[src/rtl/chooser_pkg.sv]
package chooser_pkg;

  typedef logic [1:0] choice_t;

  localparam choice_t CH_STRONG_GLOBAL = 2'b00;
  localparam choice_t CH_WEAK_GLOBAL   = 2'b01;
  localparam choice_t CH_WEAK_LOCAL    = 2'b10;
  localparam choice_t CH_STRONG_LOCAL  = 2'b11;

  // strobes passed from the control to the table datapath
  typedef struct packed {
    logic wrEn;        // move the addressed entry by one step
    logic towardLocal; // 1: step up toward local, 0: step down toward global
  } strobe_t;

endpackage

[src/rtl/chooser_ctrl.sv]
module chooser_ctrl
  import chooser_pkg::*;
(
  input  logic    clk,
  input  logic    rstN,
  input  logic    resolveValid,
  input  logic    globalOk,
  input  logic    localOk,
  output strobe_t strobes
);

  logic disagree;

  always_comb begin
    disagree            = globalOk ^ localOk;
    strobes.wrEn        = resolveValid && disagree;
    strobes.towardLocal = localOk;
  end

  AST_AGREE_IDLE: assert property (@(posedge clk) disable iff (!rstN)
    (resolveValid && (globalOk == localOk)) |-> !strobes.wrEn) else $error("AST_AGREE_IDLE");
  AST_INVALID_IDLE: assert property (@(posedge clk) disable iff (!rstN)
    !resolveValid |-> !strobes.wrEn) else $error("AST_INVALID_IDLE");

endmodule

[src/rtl/chooser_table.sv]
module chooser_table
  import chooser_pkg::*;
#(
  parameter int IDX_W = 4
) (
  input  logic             clk,
  input  logic             rstN,
  input  logic [IDX_W-1:0] rdIdx,
  input  logic [IDX_W-1:0] wrIdx,
  input  strobe_t          strobes,
  output choice_t          rdState
);

  localparam int ENTRIES = 1 << IDX_W;

  choice_t tbl [ENTRIES];

  for (genvar e = 0; e < ENTRIES; e++) begin : g_entry
    choice_t cellQ;
    logic    hit;

    assign hit    = strobes.wrEn && (wrIdx == IDX_W'(e));
    assign tbl[e] = cellQ;

    always_ff @(posedge clk) begin
      if (!rstN) begin
        cellQ <= CH_WEAK_GLOBAL;
      end else if (hit) begin
        if (strobes.towardLocal) begin
          if (cellQ != CH_STRONG_LOCAL) cellQ <= cellQ + 2'd1;
        end else begin
          if (cellQ != CH_STRONG_GLOBAL) cellQ <= cellQ - 2'd1;
        end
      end
    end
  end

  assign rdState = tbl[rdIdx];

  // shadow of the previous cycle's write, kept only for the properties below
  logic             chkVld;
  logic             chkUp;
  logic [IDX_W-1:0] chkIdx;
  choice_t          chkOld;

  always_ff @(posedge clk) begin
    if (!rstN) begin
      chkVld <= 1'b0;
      chkUp  <= 1'b0;
      chkIdx <= '0;
      chkOld <= CH_WEAK_GLOBAL;
    end else begin
      chkVld <= strobes.wrEn;
      chkUp  <= strobes.towardLocal;
      chkIdx <= wrIdx;
      chkOld <= tbl[wrIdx];
    end
  end

  AST_STEP_UP: assert property (@(posedge clk) disable iff (!rstN)
    (chkVld && chkUp && chkOld != CH_STRONG_LOCAL) |-> tbl[chkIdx] == chkOld + 2'd1) else $error("AST_STEP_UP");
  AST_SAT_TOP: assert property (@(posedge clk) disable iff (!rstN)
    (chkVld && chkUp && chkOld == CH_STRONG_LOCAL) |-> tbl[chkIdx] == CH_STRONG_LOCAL) else $error("AST_SAT_TOP");
  AST_STEP_DOWN: assert property (@(posedge clk) disable iff (!rstN)
    (chkVld && !chkUp && chkOld != CH_STRONG_GLOBAL) |-> tbl[chkIdx] == chkOld - 2'd1) else $error("AST_STEP_DOWN");
  AST_SAT_BOTTOM: assert property (@(posedge clk) disable iff (!rstN)
    (chkVld && !chkUp && chkOld == CH_STRONG_GLOBAL) |-> tbl[chkIdx] == CH_STRONG_GLOBAL) else $error("AST_SAT_BOTTOM");
  AST_STRONG_KEEPS_SIDE: assert property (@(posedge clk) disable iff (!rstN)
    (chkVld && (chkOld == CH_STRONG_LOCAL || chkOld == CH_STRONG_GLOBAL)) |-> tbl[chkIdx][1] == chkOld[1]) else $error("AST_STRONG_KEEPS_SIDE");

endmodule

[src/rtl/pred_chooser.sv]
module pred_chooser
  import chooser_pkg::*;
#(
  parameter int ADDR_W = 32,
  parameter int IDX_W  = 4,
  parameter int ALIGN  = 2
) (
  input  logic              clk,
  input  logic              rstN,
  input  logic [ADDR_W-1:0] lookupAddr,
  input  logic              globalPred,
  input  logic              localPred,
  output logic              finalPred,
  output logic              useLocal,
  input  logic              resolveValid,
  input  logic [ADDR_W-1:0] resolveAddr,
  input  logic              globalOk,
  input  logic              localOk
);

  strobe_t          strobes;
  choice_t          rdState;
  logic [IDX_W-1:0] rdIdx;
  logic [IDX_W-1:0] wrIdx;

  assign rdIdx = lookupAddr[ALIGN +: IDX_W];
  assign wrIdx = resolveAddr[ALIGN +: IDX_W];

  chooser_ctrl u_ctrl (
    .clk          (clk),
    .rstN         (rstN),
    .resolveValid (resolveValid),
    .globalOk     (globalOk),
    .localOk      (localOk),
    .strobes      (strobes)
  );

  chooser_table #(.IDX_W(IDX_W)) u_table (
    .clk     (clk),
    .rstN    (rstN),
    .rdIdx   (rdIdx),
    .wrIdx   (wrIdx),
    .strobes (strobes),
    .rdState (rdState)
  );

  assign useLocal  = rdState[1];
  assign finalPred = useLocal ? localPred : globalPred;

  AST_PICK_SOURCE: assert property (@(posedge clk) disable iff (!rstN)
    finalPred == (useLocal ? localPred : globalPred)) else $error("AST_PICK_SOURCE");

endmodule

[config.mk]
export PLATFORM = sky130hd
export DESIGN_NAME = pred_chooser
export DESIGN_NICKNAME = d
export VERILOG_FILES = /design/src/rtl/chooser_pkg.sv /design/src/rtl/chooser_ctrl.sv /design/src/rtl/chooser_table.sv /design/src/rtl/pred_chooser.sv
export SDC_FILE = /design/constraint.sdc
export NUM_CORES = 1
export LEC_CHECK = 0
export BUFFER_PORTS_ARGS = -buffer_cell sky130_fd_sc_hd__buf_2
export CAP_MARGIN = 20
export CORE_UTILIZATION = 52
export CTS_CLUSTER_SIZE = 14
export DETAILED_ROUTE_END_ITERATION = 10
export PLACE_DENSITY = 0.87
export SYNTH_ARGS = -nofsm -noshare
export SYNTH_HDL_FRONTEND = slang
export SYNTH_SLANG_ARGS = --single-unit
[constraint.sdc]
create_clock -name clk -period 4.2 [get_ports clk]
set_input_delay 0.21 -clock clk [delete_from_list [all_inputs] [get_ports clk]]
set_output_delay 0.21 -clock clk [all_outputs]
set_load 0.02 [all_outputs]
==> impl_results.md, run 1 <==
* Maximum clock frequency at roughly 410 MHz
* Number of standard-cell rows in the floorplan at 21
* Tcrit/Tclk final at 0.5759
* Number of cells traversed by the worst register-to-register path at 3
* Cell count after synthesis at approximately 220
* Compound-Gate Fraction of Synth Area at 0.2907
* Critical Path AT at around 2.2 ns
* Core region area at roughly 3400 sq um
* Total number of nets in the final design at ~300
* Maximum resistive drop on vdd at 0.0002041 V
* RSZ-0062 raised after global routing: false
* Chip height at 61.60 um
* Hold Worst Slack at 0.3230 ns
* Endpoint required time on the critical path at 3.99 ns
* Via count normalized by instance count at 6.278
* Total congestion overflow at 0
* Largest area contributor in the synthesized netlist: sky130_fd_sc_hd__dfxtp_1
* GP Congestion at 0.8113
* Number of synthesized register bits at 32
* Status: finished, final reports clean
* Post-route ant nets at 0
* Max reg flops at 32
* Worst setup path startpoint: u_table.g_entry[9].cellQ[1]$_SDFFE_PN0P_
* Number of max-slew violations in the final report at 0
* Final hold violation count at 0
* Clock tree sinks at 32
* Clock transition at the registers of the reported paths at approximately 0.1 ns
* Regs by FF count: u_table.g_entry.cellQ (32)
* Number of warnings reported in the yosys synthesis log at 0
* Async set-reset flop share out of synthesis at 0
* Number of nets produced by synthesis at just under 300
* Most common library cells after synthesis: sky130_fd_sc_hd__dfxtp_1 (32), sky130_fd_sc_hd__o21ai_0 (31), sky130_fd_sc_hd__nand2_1 (23)
* TritonCTS clock tree: done
* Starting utilization of the core area at 0.5491
* I/O pin count at 73
* Global-route usage over all layers at 0.2226
* Maximum number of pins on one net before global-route repair at 55
* Share of total power in combinational logic at 0.197
* Final Total Pwr at 661.6 uW
* Total power divided by cell area at 336.8 nW/um^2
* Cell area after placement at 1918 sq um
* Setup-failing EPs final at 0
* Final design area excluding fillers at 1964 sq um
* Number of buffers inserted to repair setup after CTS at 0
* Number of flops mapped to enable cells by yosys at 0
* Fraction of synthesized cell area in xor and xnor cells at 0.008808
* Leakage component of the power at 0.8596 nW
* Type of the most critical hold path: in -> reg
* Die width at 61.60 um
* Drt initial violations at 148
* Initial antenna violation count at 0
* Endpoint class of the critical path: output port
* Final wirelength at 3.940 mm
* Total net switching power at 204.5 uW
* P_int at roughly 460 uW
* Post-detail-place hpwl at 2.588 mm
* Largest family of logic cells by synthesized area: compound AO/OA/AOI/OAI gates
* Number of gates resized after cts at 0
* Max-capacitance violation count at 0
* Clk Latency, worst-skew pair at 0.34 ns
* Portion of netlist area occupied by mux cells at 0.1260
* Number of non-filler instances in the completed layout at 270
* Ratio of cells with drive above 1 in the final layout at 0.1295
* Mean cell area of the mapped netlist at between 8 and 9 sq um
* Count of buffers from port buffering at 16
* Sum Neg Setup Slack at 0 ns
* Fraction of power spent switching nets at 0.3091
* Ant. Diodes at 0
* Worst slew margin relative to its limit at 0.2680
* Clk root buf: sky130_fd_sc_hd__clkbuf_4
* Most instantiated library cell after synthesis: sky130_fd_sc_hd__dfxtp_1
* Worst setup SP type: flip-flop
* Portion of synthesized cell area occupied by the leading cell type at 0.3469
* P&R area growth vs syn at 6.368%
* Post-synthesis instance area at 1847 sq um
* Clock share of power at 0.251
* Cts bufs inserted at 5
* Final critical path time including I/O delays and setup at 2.419 ns
* CTS Hold Buffers Added at 0
* Simple-gate area share of the yosys netlist at 0.1673
* Clk buf depth at 2
* Adder-cell share of the synthesized area at 0
* Per-cell routed wire length at 14.59 um
* Worst r2r dst: u_table.g_entry[0].cellQ[0]$_SDFFE_PN1P_
* Sequential cell area fraction in the yosys report at 0.3469
* Category of the critical setup timing path: reg -> out
* Worst reg2reg path startpoint: u_table.g_entry[0].cellQ[1]$_SDFFE_PN0P_
* Vias post-DR at about 1.7k
* Global-route wire length before repair at 6.182 mm
* Unique masters post-synth at 28
* Capture point of the worst path: finalPred
* Measured slew at the worst slew-check pin at 1.097 ns
* Seq pwr share at 0.552
* Die area at about 3800 sq um
* Remaining design rule violation count at 0
* Clock Skews at 0.004151 ns
* Worst-case register-to-register setup slack at roughly 3.2 ns
* # placed instances at 263
* Top register by number of flip-flops: u_table.g_entry.cellQ
* Via count of the first global-routing pass at 1,395
* H-tree level count at 2
* Maximum fanout along the worst path at 5
* Number of iterations in the first detailed-routing pass at 4
* Top_reg_cell synth: sky130_fd_sc_hd__dfxtp_1
* Largest cells by area after synthesis: sky130_fd_sc_hd__dfxtp_1 (35%), sky130_fd_sc_hd__o21ai_0 (8.4%), sky130_fd_sc_hd__mux4_1 (5.7%), sky130_fd_sc_hd__o211ai_1 (5.7%), sky130_fd_sc_hd__a41oi_1 (5.7%)
## metrics by stage
stage / util / setup slack, ns
CTS: 0.5841 / 1.776
global route: 0.5841 / 1.700
floorplan: - / 2.276
global placement: 0.5703 / 2.077
detailed placement: 0.5703 / 2.046
finish: 0.5841 / 1.781
## worst min path at each step
stage                                                  start                                        to  slack (ns)  cells after the start
global route                                  resolveAddr[3]  u_table.g_entry[7].cellQ[1]$_SDFFE_PN0P_        0.39                      4
floorplan           u_table.g_entry[0].cellQ[0]$_SDFFE_PN1P_  u_table.g_entry[0].cellQ[1]$_SDFFE_PN0P_        0.44                      2
global placement    u_table.g_entry[0].cellQ[0]$_SDFFE_PN1P_  u_table.g_entry[0].cellQ[1]$_SDFFE_PN0P_        0.46                      2
CTS                                           resolveAddr[3]  u_table.g_entry[3].cellQ[0]$_SDFFE_PN1P_        0.32                      3
finish                                        resolveAddr[3]  u_table.g_entry[3].cellQ[0]$_SDFFE_PN1P_        0.32                      3
detailed placement  u_table.g_entry[0].cellQ[0]$_SDFFE_PN1P_  u_table.g_entry[0].cellQ[1]$_SDFFE_PN0P_        0.46                      2
## cell usage in the layout, fill, tap and decap left out, types with 2 or more instances in the layout
cell type                  instances
sky130_fd_sc_hd__mux4_1            4
sky130_fd_sc_hd__nand2_1          23
sky130_fd_sc_hd__o21ba_2           2
sky130_fd_sc_hd__nand3_1          12
sky130_fd_sc_hd__buf_2            16
sky130_fd_sc_hd__a41oi_1          12
sky130_fd_sc_hd__nand4_1           4
sky130_fd_sc_hd__and2_1            8
sky130_fd_sc_hd__a211oi_1          8
sky130_fd_sc_hd__mux2i_1           9
sky130_fd_sc_hd__clkbuf_4          5
sky130_fd_sc_hd__nor2_1           10
sky130_fd_sc_hd__dfxtp_1          32
sky130_fd_sc_hd__o311ai_0          8
sky130_fd_sc_hd__inv_1            10
sky130_fd_sc_hd__and3b_1           2
sky130_fd_sc_hd__o211ai_1         14
sky130_fd_sc_hd__o21ai_0          31
sky130_fd_sc_hd__nor2b_1           2
## power groups by stage
stage	Clock, mW	Sequential [mW]	Combinational [mW]
floorplan	0	0.361	0.103
global placement	0	0.369	0.125
detailed placement	0	0.371	0.130
CTS	0.169	0.364	0.130
global route	0.179	0.369	0.146
finish	0.166	0.365	0.130
## area by class of cell
type | count | area, sq um
Timing Repair Buffer | 17 | 87.58
Tap cell | 46 | 57.56
Clock buffer | 6 | 41.29
Clock inverter | 1 | 5.005
Fill cell | 316 | 1399
Multi-Input combinational cell | 158 | 1095
Sequential cell | 32 | 640.6
Inverter | 10 | 37.54
## per-layer routing
layer  up-vias  GRT usage  wire length (um)
li1        842          -                 -
met1       801     0.2942              1821
met2        45     0.3518              1868
met3         7    0.06303               192
met4         0    0.06984                57
met5         -          0                 0
## critical path, stage by stage (launching register included)
cell and delay [ns]:
sky130_fd_sc_hd__dfxtp_1 0.35, sky130_fd_sc_hd__mux4_1 0.54, sky130_fd_sc_hd__mux4_2 0.51, sky130_fd_sc_hd__mux2_4 0.31
sky130_fd_sc_hd__buf_2 0.16
## logic make-up (layout without fill, tap and decap cells)
logic type | Yosys count | after routing
AO/OA/AOI/OAI | 78 | 78
XOR/XNOR | 1 | 1
buffers and inverters | 29 | 34
flip-flops | 32 | 32
multiplexers | 15 | 15
AND/OR/NAND/NOR | 64 | 64
No activity file was read; power rests on OpenSTA's default activity.
==> inputs of run 2 (changes only) <==
--- a/config.mk
+++ b/config.mk
@@ -7,10 +7,10 @@
 export LEC_CHECK = 0
 export BUFFER_PORTS_ARGS = -buffer_cell sky130_fd_sc_hd__buf_2
 export CAP_MARGIN = 20
-export CORE_UTILIZATION = 52
+export CORE_UTILIZATION = 44
 export CTS_CLUSTER_SIZE = 14
 export DETAILED_ROUTE_END_ITERATION = 10
-export PLACE_DENSITY = 0.87
+export PLACE_DENSITY = 0.78
 export SYNTH_ARGS = -nofsm -noshare
 export SYNTH_HDL_FRONTEND = slang
 export SYNTH_SLANG_ARGS = --single-unit
==> constraint.sdc (replaced) <==
create_clock -name clk -period 2 [get_ports clk]
set_input_delay 0.1 -clock clk [delete_from_list [all_inputs] [get_ports clk]]
set_output_delay 0.1 -clock clk [all_outputs]
set_load 0.02 [all_outputs]
==> run 2 against run 1 <==
  * The run now ends with setup timing left
  * Worst setup slack worse by 1.9 ns
  * Global-route usage down 0.62 points
  * Largest cell class unchanged
  * Combinational power rose to 2.5 times the previous value
  * Clock-buffer cell count up 1
  * Worst hold slack worse by 0.030 ns
  * Non-clock buffer count up 7
==> impl_results.md, run 2 (same netlist as run 1, synthesis figures left out) <==
* Worst-case register-to-register setup slack at 0.91 ns (was 3.22 ns)
* Violations in the final reports: setup timing
* Max-capacitance violation count at 0 (unchanged)
* Number of standard-cell rows in the floorplan at 23 (was 21)
* Cell count of the worst hold path at 3 (unchanged)
* GP Congestion at 0.7656 (was 0.8113)
* # placed instances at 273 (was 263)
* P_int at 1.308 mW (was 457.1 uW)
* CTS Hold Buffers Added at 0 (unchanged)
* Number of cells traversed by the worst register-to-register path at 4 (was 3)
* Regs by FF count: u_table.g_entry.cellQ (32) (unchanged)
* Via count normalized by instance count at 6.110 (was 6.278)
* Worst Setup Slack, final at -0.1608 ns (was 1.781 ns)
* Clock share of power at 0.388 (was 0.251)
* H-tree level count at 2 (unchanged)
* Number of iterations in the first detailed-routing pass at 4 (unchanged)
* Final hold violation count at 0 (unchanged)
* Clock Skews at 0.002453 ns (was 0.004151 ns)
* Die area at 4460 sq um (was 3794 sq um)
* Final critical path time including I/O delays and setup at approximately 2.2 ns
* Starting utilization of the core area at 0.4584 (was 0.5491)
* Ant. Diodes at 0 (unchanged)
* Setup-failing EPs final at 1 (was 0)
* Initial antenna violation count at 0 (unchanged)
* Maximum fanout along the worst path at 4 (was 5)
* Endpoint class of the critical path: output port (unchanged)
* Share of total power in combinational logic at 0.183 (was 0.197)
* Endpoint of the worst hold path: u_table.g_entry[3].cellQ[0]$_SDFFE_PN1P_ (unchanged)
* Ratio of cells with drive above 1 in the final layout at 0.2198 (was 0.1295)
* Clk buf depth at 2 (unchanged)
* Worst setup SP type: flip-flop (unchanged)
* Core region area at 4029 sq um (was 3363 sq um)
* Category of the critical setup timing path: reg -> out (unchanged)
* Leakage component of the power at 0.9158 nW (was 0.8596 nW)
* Layout Utilization at 0.5261 (was 0.5841)
* Worst r2r dst: u_table.g_entry[1].cellQ[0]$_SDFFE_PN1P_ (was u_table.g_entry[0].cellQ[0]$_SDFFE_PN1P_)
* Total number of nets in the final design at 302 (was 295)
* Clock transition at the registers of the reported paths at 0.07 ns (was 0.10 ns)
* Clk root buf: sky130_fd_sc_hd__clkbuf_8 (was sky130_fd_sc_hd__clkbuf_4)
* Top register by number of flip-flops: u_table.g_entry.cellQ (unchanged)
* Most common cell after layout, fill and taps aside: sky130_fd_sc_hd__o21ai_0 (was sky130_fd_sc_hd__dfxtp_1)
* Remaining design rule violation count at 0 (unchanged)
* RSZ-0062 raised after global routing: true (was false)
* Tcrit/Tclk final at 1.080
* Highest-count cells in the layout ignoring fill and taps: sky130_fd_sc_hd__o21ai_0 (31), sky130_fd_sc_hd__nand2_1 (23), sky130_fd_sc_hd__dfxtp_1 (23), sky130_fd_sc_hd__buf_2 (15), sky130_fd_sc_hd__o211ai_1 (14) (was sky130_fd_sc_hd__dfxtp_1 (32), sky130_fd_sc_hd__o21ai_0 (31), sky130_fd_sc_hd__nand2_1 (23), sky130_fd_sc_hd__buf_2 (16), sky130_fd_sc_hd__o211ai_1 (14))
* Seq pwr share at 0.430 (was 0.552)
* Fraction of power spent switching nets at 0.2673 (was 0.3091)
* Number of max-slew violations in the final report at 0 (unchanged)
* Clock tree sinks at 32 (unchanged)
* Total power divided by cell area at 842.4 nW/um^2 (was 336.8 nW/um^2)
* Worst reg2reg path startpoint: u_table.g_entry[1].cellQ[1]$_SDFFE_PN0P_ (was u_table.g_entry[0].cellQ[1]$_SDFFE_PN0P_)
* Count of buffers from port buffering at 16 (unchanged)
* Status: finished, violations left (was finished, final reports clean)
* Critical Path AT at 2.06 ns (was 2.21 ns)
* Via count of the first global-routing pass at 1,472 (was 1,395)
* Total congestion overflow at 0 (unchanged)
* Measured slew at the worst slew-check pin at 0.7032 ns (was 1.097 ns)
* Die width at 66.79 um (was 61.60 um)
* Type of the most critical hold path: in -> reg (unchanged)
* Max reg flops at 32 (unchanged)
* Total net switching power at 477.2 uW (was 204.5 uW)
* Number of non-filler instances in the completed layout at 282 (was 270)
* I/O pin count at 73 (unchanged)
* Global-route usage over all layers at 0.2163 (was 0.2226)
* Maximum clock frequency at 462.8 MHz
* Clk Latency, worst-skew pair at 0.29 ns (was 0.34 ns)
* Post-detail-place hpwl at 2.638 mm (was 2.588 mm)
* Maximum resistive drop on vdd at 0.0004128 V (was 0.0002041 V)
* Hold Startpoint: resolveAddr[3] (unchanged)
* P&R area growth vs syn at 14.77% (was 6.368%)
* Post-route ant nets at 0 (unchanged)
* Vias post-DR at 1,723 (was 1,695)
* Final wirelength at 4.308 mm (was 3.940 mm)
* Global-route wire length before repair at 7.017 mm (was 6.182 mm)
* Cts bufs inserted at 5 (unchanged)
* Worst slew margin relative to its limit at 0.5312 (was 0.2680)
* Hold Worst Slack at 0.2929 ns (was 0.3230 ns)
* Drt initial violations at 152 (was 148)
* Endpoint required time on the critical path at 1.90 ns (was 3.99 ns)
* Worst setup path startpoint: u_table.g_entry[14].cellQ[1]$_SDFFE_PN0P_ (was u_table.g_entry[9].cellQ[1]$_SDFFE_PN0P_)
* Maximum number of pins on one net before global-route repair at 55 (unchanged)
* Chip height at 66.79 um (was 61.60 um)
* TritonCTS clock tree: done (unchanged)
* Per-cell routed wire length at 15.28 um (was 14.59 um)
==> run 2: cell count changes in the layout (fill, tap and decap cells not counted), sizes merged <==
cell,change
buf,+7
bufinv,+1
clkbuf,+1
clkinv,-1
==> run 2: timing repair <==
action,in CTS,in global routing
endpoints found under the setup margin,1,1
setup buffers,0,1
resized for setup,10,6
==> run 2: power groups by stage <==
stage,clock [mW],sequential [mW],combinational (mW)
global placement,0,0.768,0.297
finish,0.692,0.767,0.326
floorplan,0,0.759,0.217
detailed placement,0,0.770,0.307
global route,0.748,0.774,0.363
CTS,0.708,0.763,0.316
==> run 2: layer usage <==
metal	vias to the layer above	part of all wire	global-route usage
li1	848	-	-
met1	817	0.47	0.2757
met2	48	0.46	0.3283
met3	10	0.047	0.06678
met4	0	0.023	0.1037
met5	-	0	0
==> run 2: worst max path at each step <==
stage	to
after floorplan	finalPred
after global placement	finalPred
after detailed placement	finalPred
after CTS	finalPred
after global routing	finalPred
final	finalPred
==> run 2: worst max-delay path, cell delays in order, from the launching register on <==
cell and delay (ns):
sky130_fd_sc_hd__dfxtp_2 0.34, sky130_fd_sc_hd__mux4_2 0.49, sky130_fd_sc_hd__mux4_2 0.49, sky130_fd_sc_hd__mux2_4 0.32, sky130_fd_sc_hd__buf_6 0.13
==> run 2: stage by stage <==
step                      cell area (sq um)  TNS, ns  setup slack [ns]  total power, mW
after floorplan                        1847        0            0.1856           0.9760
after global placement                 1981        0           0.08727            1.064
after detailed placement               1981        0           0.07753            1.077
after CTS                              2103  -0.1711           -0.1711            1.788
after global routing                   2120  -0.2169           -0.2169            1.885
final                                  2120  -0.1608           -0.1608            1.785
==> run 2: final cells by class <==
class / instances / area, sq um
Timing Repair Buffer: 24 / 158.9
Fill cell: 387 / 1909
Clock buffer: 7 / 96.34
Clock inverter: 1 / 30.03
Inverter: 10 / 37.54
Multi-Input combinational cell: 158 / 1080
Tap cell: 50 / 62.56
Sequential cell: 32 / 654.4
